--- config.mk ---
export PLATFORM = sky130hd
export DESIGN_NAME = dsadc_ctrl
export DESIGN_NICKNAME = d
export VERILOG_FILES = /design/src/rtl/dsadc_pkg.sv /design/src/rtl/dsadc_sync.sv /design/src/rtl/dsadc_counter.sv /design/src/rtl/dsadc_result.sv /design/src/rtl/dsadc_ctrl.sv
export SDC_FILE = /design/constraint.sdc
export NUM_CORES = 1
export LEC_CHECK = 0
export ABC_CLOCK_PERIOD_IN_PS = 3100
export BUFFER_PORTS_ARGS = -buffer_cell sky130_fd_sc_hd__buf_4
export CORE_MARGIN = 5
export CORE_UTILIZATION = 60
export CTS_CLUSTER_DIAMETER = 80
export DETAILED_ROUTE_END_ITERATION = 10
export GPL_TIMING_DRIVEN = 0
export PLACE_DENSITY = 0.82
export SYNTH_ARGS = -nofsm -noshare
export SYNTH_HDL_FRONTEND = slang
export SYNTH_SLANG_ARGS = --single-unit
export TNS_END_PERCENT = 10
--- constraint.sdc ---
create_clock -name clk -period 3.1 [get_ports clk]
set_input_delay 0.155 -clock clk [delete_from_list [all_inputs] [get_ports clk]]
set_output_delay 0.155 -clock clk [all_outputs]
set_load 0.1 [all_outputs]
--- src/rtl/dsadc_pkg.sv ---
package dsadc_pkg;

   typedef enum logic [1:0] {
      ST_IDLE  = 2'd0,
      ST_CLEAR = 2'd1,
      ST_RUNUP = 2'd2,
      ST_RUNDN = 2'd3
   } dsadc_state_e;

endpackage

--- src/rtl/dsadc_sync.sv ---
module dsadc_sync #(
   parameter int unsigned STAGES = 2
) (
   input  logic clk,
   input  logic rst_n,
   input  logic d_i,
   output logic q_o
);

   logic [STAGES-1:0] chain_q;

   always_ff @(posedge clk) begin
      if (!rst_n) chain_q <= '0;
      else        chain_q <= {chain_q[STAGES-2:0], d_i};
   end

   assign q_o = chain_q[STAGES-1];

endmodule

--- src/rtl/dsadc_counter.sv ---
module dsadc_counter #(
   parameter int unsigned W = 9
) (
   input  logic         clk,
   input  logic         rst_n,
   input  logic         clr_i,
   input  logic         en_i,
   output logic [W-1:0] cnt_o
);

   always_ff @(posedge clk) begin
      if (!rst_n)     cnt_o <= '0;
      else if (clr_i) cnt_o <= '0;
      else if (en_i)  cnt_o <= cnt_o + 1'b1;
   end

   // the sequencer must stop or clear before the counter rolls over
   AST_NO_OVERFLOW: assert property (@(posedge clk) disable iff (!rst_n)
      (en_i && !clr_i) |-> (cnt_o != '1)) else $error("counter rollover");

endmodule

--- src/rtl/dsadc_result.sv ---
module dsadc_result #(
   parameter int unsigned N        = 8,
   parameter int unsigned SYNC     = 2,
   parameter bit          LAT_COMP = 1'b1,
   localparam int unsigned CW      = N + 1
) (
   input  logic          clk,
   input  logic          rst_n,
   input  logic          load_i,
   input  logic          sat_i,
   input  logic [CW-1:0] raw_i,
   output logic [N-1:0]  res_o,
   output logic          ovr_o,
   output logic          done_o
);

   logic [CW-1:0] adj;

   generate
      if (LAT_COMP) begin : g_comp
         assign adj = (raw_i < CW'(SYNC)) ? '0 : raw_i - CW'(SYNC);
      end else begin : g_raw
         assign adj = raw_i;
      end
   endgenerate

   always_ff @(posedge clk) begin
      if (!rst_n) begin
         res_o  <= '0;
         ovr_o  <= 1'b0;
         done_o <= 1'b0;
      end else begin
         done_o <= load_i;
         if (load_i) begin
            ovr_o <= sat_i;
            res_o <= (sat_i || adj[CW-1]) ? '1 : adj[N-1:0];
         end
      end
   end

endmodule

--- src/rtl/dsadc_ctrl.sv ---
module dsadc_ctrl
   import dsadc_pkg::*;
#(
   parameter int unsigned CNT_W       = 8,
   parameter int unsigned SYNC_STAGES = 2,
   parameter bit          LAT_COMP    = 1'b1
) (
   input  logic             clk,
   input  logic             rst_n,
   input  logic             start_i,
   input  logic             cmp_i,
   output logic             sel_ref_o,
   output logic             int_clr_o,
   output logic [CNT_W-1:0] result_o,
   output logic             done_o,
   output logic             ovr_o
);

   localparam int unsigned CW       = CNT_W + 1;
   localparam int unsigned FULL     = 1 << CNT_W;
   localparam logic [CW-1:0] RU_LAST  = CW'(FULL - 1);
   localparam logic [CW-1:0] RD_LIMIT = LAT_COMP ? CW'(FULL - 1 + SYNC_STAGES)
                                                 : CW'(FULL - 1);

   initial begin
      AST_PARAM_WIDTH: assert (CNT_W >= 2 && CNT_W <= 24)
         else $error("CNT_W out of range");
      AST_PARAM_SYNC: assert (SYNC_STAGES >= 2 && SYNC_STAGES <= FULL)
         else $error("SYNC_STAGES out of range");
   end

   dsadc_state_e state_q, state_d;
   logic          cmp_s;
   logic [CW-1:0] cnt;
   logic          ru_end, rd_end, cnt_clr, cnt_en, load;

   dsadc_sync #(.STAGES(SYNC_STAGES)) u_sync (
      .clk   (clk),
      .rst_n (rst_n),
      .d_i   (cmp_i),
      .q_o   (cmp_s)
   );

   assign ru_end  = (state_q == ST_RUNUP) && (cnt == RU_LAST);
   assign rd_end  = (state_q == ST_RUNDN) && (!cmp_s || (cnt == RD_LIMIT));
   assign load    = rd_end;
   assign cnt_clr = (state_q == ST_CLEAR) || ru_end;
   assign cnt_en  = (state_q == ST_RUNUP) ||
                    ((state_q == ST_RUNDN) && cmp_s && (cnt != RD_LIMIT));

   always_comb begin
      state_d = state_q;
      case (state_q)
         ST_IDLE:  if (start_i) state_d = ST_CLEAR;
         ST_CLEAR: state_d = ST_RUNUP;
         ST_RUNUP: if (ru_end) state_d = ST_RUNDN;
         ST_RUNDN: if (rd_end) state_d = ST_IDLE;
         default:  state_d = ST_IDLE;
      endcase
   end

   always_ff @(posedge clk) begin
      if (!rst_n) state_q <= ST_IDLE;
      else        state_q <= state_d;
   end

   dsadc_counter #(.W(CW)) u_cnt (
      .clk   (clk),
      .rst_n (rst_n),
      .clr_i (cnt_clr),
      .en_i  (cnt_en),
      .cnt_o (cnt)
   );

   dsadc_result #(.N(CNT_W), .SYNC(SYNC_STAGES), .LAT_COMP(LAT_COMP)) u_res (
      .clk    (clk),
      .rst_n  (rst_n),
      .load_i (load),
      .sat_i  (cmp_s),
      .raw_i  (cnt),
      .res_o  (result_o),
      .ovr_o  (ovr_o),
      .done_o (done_o)
   );

   assign sel_ref_o = (state_q == ST_RUNDN);
   assign int_clr_o = (state_q == ST_CLEAR);

   AST_CLEAR_ONE: assert property (@(posedge clk) disable iff (!rst_n)
      int_clr_o |=> (!int_clr_o && !sel_ref_o && cnt == '0)) else $error("clear");
   AST_RUNUP_WRAP: assert property (@(posedge clk) disable iff (!rst_n)
      $rose(sel_ref_o) |-> (cnt == '0)) else $error("no wrap");
   AST_SEL_END: assert property (@(posedge clk) disable iff (!rst_n)
      $fell(sel_ref_o) |-> done_o) else $error("sel end");
   AST_DONE_PULSE: assert property (@(posedge clk) disable iff (!rst_n)
      done_o |=> !done_o) else $error("done width");
   AST_RESULT_HOLD: assert property (@(posedge clk) disable iff (!rst_n)
      !done_o |-> ($stable(result_o) && $stable(ovr_o))) else $error("hold");
   AST_START_IGNORED: assert property (@(posedge clk) disable iff (!rst_n)
      (start_i && state_q != ST_IDLE) |=> !int_clr_o) else $error("restart");
   AST_OVR_SAT: assert property (@(posedge clk) disable iff (!rst_n)
      (done_o && ovr_o) |-> (result_o == '1)) else $error("sat");
   AST_RUNUP_BLIND: assert property (@(posedge clk) disable iff (!rst_n)
      (state_q == ST_RUNUP && cnt != RU_LAST) |=> (state_q == ST_RUNUP)) else $error("runup");

endmodule

* Word-level counts from Yosys, hierarchy flattened *
Cells that the tools add are included.

storage, ports and cells
  register bits = 23
  output and inout bits = 12
  word-level logic and storage cells = 37

operators by class
  add/sub/neg operators = 2
  order comparisons = 1
  equal/unequal tests = 9
  mux-type cells = 6
  bitwise logic cells = 1
  reduce and logical (&&, ||, !) cells = 12

operator list
  operator                                                count
  adder 9 x 1 -> 9 bit (second input constant)            1
  equality test 9 x 8 -> 1 bit (second input constant)    1
  equality test 9 bit (second input constant)             1
  < comparator 9 x 2 -> 1 bit (second input constant)     1
  two-way mux 9 bit                                       1
  inequality test 9 bit (second input constant)           1
  subtractor 9 x 2 -> 9 bit (second input constant)       1
  two-way mux 8 bit                                       1
  one-hot mux 2 bit (4 select lines)                      1
  two-way mux 2 bit                                       3
  equality test 2 bit (second input constant)             2
  logical AND 1 bit                                       4
  logical OR 1 bit                                        4
  inequality test 2 bit (second input constant)           2
  AND reduction 3 bit                                     1
  equality test 2 x 1 -> 1 bit (second input constant)    1
  logical NOT 2 bit                                       1
  inequality test 2 x 1 -> 1 bit (second input constant)  1
  OR reduction 2 bit                                      1
  logical NOT 1 bit                                       1
  inverter 1 bit                                          1

* Logic depth before layout (Yosys ltp) *
  depth after elaboration = 5
  gate-level depth with buffers = 9

* Modules after synthesis *
From an unflattened synthesis, not the netlist that was laid out.

unflattened totals
  cells, all modules = 133
  area total of the unflattened synthesis = 1,232.4 µm²

by module, submodules not included
  module         instances  cells each  area an instance (µm²)
  dsadc_result   1          58          526.8
  dsadc_counter  1          44          411.6
  dsadc_ctrl     1          27          241.5
  dsadc_sync     1          4           52.6

* Least setup slack after synthesis *
No wires, ideal clock.

  kind = register to register
  start = register state_q[0]
  end = register u_cnt.cnt_o[2]
  library setup time = 0.106 ns
  arrival time = 2.166 ns
  setup slack = 0.828 ns
  cell stages (with the launch flop) = 6
  path buffers = 0
  clock period less this slack = 2.272 ns
  cells stage by stage = dfxtp_1 ha_1 and2_0 o31a_4 mux2_2 o311ai_0

between the ends
  cells in the longest elaborated chain, start to end = 4
  elaborated cells on any way between the ends = 9
  classes of those cells = 3 x eq/ne; 6 x reduce/logical

ends and longest elaborated chain
  element                         RTL line             RTL
  from (decl)                     dsadc_ctrl.sv:32     dsadc_state_e state_q, state_d;
  from (signal assigned)          dsadc_ctrl.sv:64     else state_q <= state_d;
  equality test 2 bit             n/a
  net sel_ref_o                   dsadc_ctrl.sv:12     output logic sel_ref_o,
  logical AND 1 bit (2 in a row)  dsadc_ctrl.sv:49     ((state_q == ST_RUNDN) && cmp_s && (cnt != RD_LIMIT));
  logical OR 1 bit                dsadc_ctrl.sv:48     assign cnt_en = (state_q == ST_RUNUP) ||
  to (signal assigned)            dsadc_counter.sv:14  else if (en_i) cnt_o <= cnt_o + 1'b1;
  to (decl)                       dsadc_counter.sv:8   output logic [W-1:0] cnt_o

The timed path passes the listed nets, and every way through them passes these cells.
A chain may end at the register's enable or synchronous reset.

* Worst setup path in the final report *
  start = register u_cnt.cnt_o[3]
  end = register u_res.res_o[2]

between the ends
  cells in the longest elaborated chain, start to end = 4
  elaborated cells on any way between the ends = 8
  classes of those cells = 1 x add/sub; 1 x order compare; 1 x eq/ne; 2 x mux; 3 x reduce/logical

ends and longest elaborated chain
  element                                                                          RTL line            RTL
  subtractor 9 x 2 -> 9 bit / < comparator 9 x 2 -> 1 bit (equally long branches)  dsadc_result.sv:21  assign adj = (raw_i < CW'(SYNC)) ? '0 : raw_i - CW'(SYNC);
  two-way mux 9 bit                                                                dsadc_result.sv:21
  logical OR 1 bit                                                                 dsadc_result.sv:36  res_o <= (sat_i || adj[CW-1]) ? '1 : adj[N-1:0];
  two-way mux 8 bit                                                                dsadc_result.sv:36
  to (signal assigned)                                                             dsadc_result.sv:36
  to (decl)                                                                        dsadc_result.sv:12  output logic [N-1:0] res_o,

Parallel ways exist; a longest one is shown, timed or not.

==> PnR_summary.wiki <==
{| class="wikitable"
! Metric !! Value
|-
| Count of buffer and inverter cells on the critical path || 2
|-
| Hold Crit Endpoint || u_sync.chain_q[0]$_SDFF_PN0_
|-
| HPWL after DPL || 2.07 mm
|-
| Arrival time at the worst endpoint || 2.42 ns
|-
| Floorplan die width || 56.5 um
|-
| Synthesized instance count || 139
|-
| Via total after detailed routing || 1,107
|-
| DRC viols || 0
|-
| Type of the tightest min-delay check || in -> reg
|-
| CTS tree || yes
|-
| Required @ worst endpoint || 3.38 ns
|-
| Worst Hold Path Cells || 2
|-
| Antenna-violating nets left || 0
|-
| Power per cell area || 747 nW/um^2
|-
| Final hold violation count || 0
|-
| Share of cells above drive strength 1 || 0.253
|-
| Max IR drop VDD || 0.000575 V
|-
| Avg WL per Cell || 14.4 um
|-
| Hold bufs inserted after CTS || 0
|-
| Startpoint-to-endpoint class of the critical path || reg -> reg
|-
| Gp weighted congestion || 0.794
|-
| Depth of the CTS H-tree || 1
|-
| Post-cts repair resize count || 0
|-
| Launching point of the worst reg2reg path || u_cnt.cnt_o[3]$_SDFFE_PP0P_
|-
| Number of enable-type register cells in the synthesized netlist || 0
|-
| Vias in the first global route || 1,141
|-
| Slowest cell on crit path || sky130_fd_sc_hd__mux2i_1
|-
| Register area share after synthesis || 0.355
|-
| Largest net degree at the start of global routing || 15
|-
| Highest Clock Rate || 0.467 GHz
|-
| Share of synthesized flip-flops with an asynchronous set or reset || 0
|-
| CORE AREA || 2000 um^2
|-
| Post-synth net total || 152
|-
| Height of the die || 56.5 um
|-
| Relative max-transition margin || 0.651
|-
| Buffer depth of the longest clock path || 2
|-
| Sequence of cells on the critical path || buf_6 > or3_1 > buf_2 > nor4_1 > mux2i_1 > o221a_2
|-
| Final min period || 2.14 ns
|-
| Leakage power || 0.659 nW
|-
| Largest fanout on the critical path || 9
|-
| Num CTS Buffers || 3
|-
| GRT Overall Usage || 0.189
|-
| Outcome || finished clean
|-
| Final Max Slew Viols || 0
|-
| Drt pass-1 iters || 4
|-
| Std cell rows || 16
|-
| Setup slack of the worst register-to-register path || 0.96 ns
|-
| Die area || 3190 um^2
|-
| Initial antenna violation count || 0
|-
| Clk Latency, worst-skew pair || 0.32 ns
|-
| Max Cap Viol || 0
|-
| I/O pin count || 16
|-
| Count of input and output buffers || 15
|-
| Routed WL || 2.67 mm
|-
| RSZ-0062 raised after global routing || false
|-
| Total global routing overflow || 0
|-
| Longest individual stage delay on the worst path || 0.51 ns
|-
| Post-CTS setup buffer count || 0
|-
| Number of DRC markers in iteration 0 || 23
|-
| Startpoint of the worst hold path || cmp_i
|-
| Wire length of the first global-routing pass || 5.00 mm
|-
| Critical Path Source Type || flip-flop
|-
| Layout area overhead || 13.6%
|-
| Delay-heaviest family, CP || simple AND/OR/NAND/NOR gates
|-
| Flops & latches, synth || 23
|-
| Post-Syn Area || 1300 um^2
|-
| Distinct cell type count after synthesis || 43
|-
| Final Cycle Share || 0.691
|-
| Count of endpoints failing setup in the final report || 0
|-
| Number of cells on the worst reg-to-reg path || 6
|-
| Per-cell via count in the routed design || 5.98
|-
| Post-Route Setup TNS || 0 ns
|-
| Leading register cell type out of synthesis || sky130_fd_sc_hd__dfxtp_1
|-
| Syn. warnings || 0
|-
| # nets final || 172
|-
| Setup crit end kind || flip-flop
|-
| Reg-to-reg critical path endpoint || u_res.res_o[2]$_SDFFE_PN0P_
|-
| Clock sink total || 23
|-
| Starting density of the core || 0.647
|-
| Clock skew after layout || 0.00406 ns
|-
| Pwr Total || 1.10 mW
|-
| Clock transition at path regs || 0.14 ns
|-
| Mean instance size in the synthesized netlist || 9.33 um^2
|-
| Worst-Margin Slew || 0.509 ns
|-
| Antenna diode count || 0
|-
| Clock tree root driver cell || sky130_fd_sc_hd__clkbuf_4
|}
## metrics by stage
step	cells	hold WS [ns]	worst slack, ns	area (um^2)	utilization
finish	185	0.0291	0.956	1470	0.736
global route	185	0.0327	0.749	1470	0.736
CTS	185	0.0298	0.925	1470	0.736
detailed placement	181	0.369	0.996	1440	0.721
global placement	181	0.367	1.01	1440	0.721
floorplan	139	0.277	0.828	1300	-
## registers in the layout (all words and copies together), names as in the netlist
signal and count:
u_cnt.cnt_o 9, u_res.res_o 8, u_sync.chain_q 2, u_res.done_o 1, state_q 2, u_res.ovr_o 1
## layout make-up
type	count	area (um^2)
plain buffers	7	45.0
clock buffers	3	22.5
clock inverters	1	7.51
fillers	155	529
inverters	8	30.0
multi-input cells	101	761
flip-flops and latches	23	460
well taps	27	33.8
repair buffers	15	113
## worst max-delay path by stage
| stage | to | startpoint | slack, ns | cells past startpoint |
|---|---|---|---|---|
| 4_1_cts | u_res.res_o[2]$_SDFFE_PN0P_ | u_cnt.cnt_o[3]$_SDFFE_PP0P_ | 0.92 | 6 |
| 2_1_floorplan | u_cnt.cnt_o[2]$_SDFFE_PP0P_ | state_q[0]$_SDFFE_PN0P_ | 0.83 | 5 |
| 6_report | u_res.res_o[2]$_SDFFE_PN0P_ | u_cnt.cnt_o[3]$_SDFFE_PP0P_ | 0.96 | 6 |
| 3_5_place_dp | u_res.res_o[4]$_SDFFE_PN0P_ | u_cnt.cnt_o[4]$_SDFFE_PP0P_ | 1.0 | 6 |
| 3_3_place_gp | u_res.res_o[2]$_SDFFE_PN0P_ | u_cnt.cnt_o[4]$_SDFFE_PP0P_ | 1.01 | 6 |
| 5_1_grt | u_cnt.cnt_o[3]$_SDFFE_PP0P_ | u_cnt.cnt_o[0]$_SDFFE_PP0P_ | 0.75 | 9 |
## cells in the mapped netlist (2+ instances only)
cell,number,area share
sky130_fd_sc_hd__nand3_1,3,0.012
sky130_fd_sc_hd__buf_6,2,0.017
sky130_fd_sc_hd__clkbuf_1,2,0.0058
sky130_fd_sc_hd__o21ai_0,4,0.015
sky130_fd_sc_hd__nand2b_1,3,0.014
sky130_fd_sc_hd__nor3_1,9,0.035
sky130_fd_sc_hd__and2_1,3,0.014
sky130_fd_sc_hd__o2111ai_1,2,0.014
sky130_fd_sc_hd__nor2b_1,4,0.019
sky130_fd_sc_hd__nor2_1,12,0.035
sky130_fd_sc_hd__o211a_1,2,0.015
sky130_fd_sc_hd__inv_1,8,0.023
sky130_fd_sc_hd__mux2_2,2,0.017
sky130_fd_sc_hd__o221a_2,7,0.061
sky130_fd_sc_hd__mux2i_1,2,0.015
sky130_fd_sc_hd__dfxtp_1,23,0.36
sky130_fd_sc_hd__ha_1,9,0.087
sky130_fd_sc_hd__a211oi_2,2,0.019
sky130_fd_sc_hd__o31ai_1,2,0.012
sky130_fd_sc_hd__xnor2_1,2,0.014
sky130_fd_sc_hd__and3_1,4,0.019
sky130_fd_sc_hd__nand2_1,6,0.017
sky130_fd_sc_hd__xor2_1,4,0.027
sky130_fd_sc_hd__buf_2,3,0.012
## layout by cell type (no fill, tap or decap), types with 3 or more instances in the layout
cell type,instances
sky130_fd_sc_hd__dfxtp_1,23
sky130_fd_sc_hd__buf_4,15
sky130_fd_sc_hd__nor2_1,12
sky130_fd_sc_hd__nor3_1,9
sky130_fd_sc_hd__ha_1,9
sky130_fd_sc_hd__inv_1,8
sky130_fd_sc_hd__o221a_2,7
sky130_fd_sc_hd__nand2_1,6
sky130_fd_sc_hd__and3_1,4
sky130_fd_sc_hd__nor2b_1,4
sky130_fd_sc_hd__o21ai_0,4
sky130_fd_sc_hd__xor2_1,4
sky130_fd_sc_hd__buf_2,3
sky130_fd_sc_hd__nand3_1,3
sky130_fd_sc_hd__nand2b_1,3
sky130_fd_sc_hd__and2_1,3
sky130_fd_sc_hd__clkbuf_4,3
## layer usage
layer	vias up	wire, um	share of wire	global-route usage
li1	543	-	-	-
met1	540	1220	0.46	0.246
met2	19	1340	0.50	0.312
met3	5	68	0.025	0.0252
met4	0	40	0.015	0.0780
met5	-	0	0	0
## worst reg2reg max path: stages, from the launching register on
cell	delay [ns]
sky130_fd_sc_hd__dfxtp_1	0.34
sky130_fd_sc_hd__buf_6	0.13
sky130_fd_sc_hd__or3_1	0.36
sky130_fd_sc_hd__buf_2	0.17
sky130_fd_sc_hd__nor4_1	0.30
sky130_fd_sc_hd__mux2i_1	0.51
sky130_fd_sc_hd__o221a_2	0.29
## kinds of logic after synthesis
group	synth area share
AOI/OAI and AO/OA	0.205
and+or+nand+nor	0.222
adders and majority gates	0.0869
DFF	0.355
xor gates and xnor gates	0.0405
buffers and inverters	0.0579
muxes	0.0328
## power by group
part	switching [mW]	leakage (nW)	internal, mW	total, mW
registers	0.0421	0.187	0.340	0.382
clock network	0.101	0.0139	0.0494	0.150
logic	0.390	0.458	0.178	0.568
No activity file was read; power rests on OpenSTA's default activity.
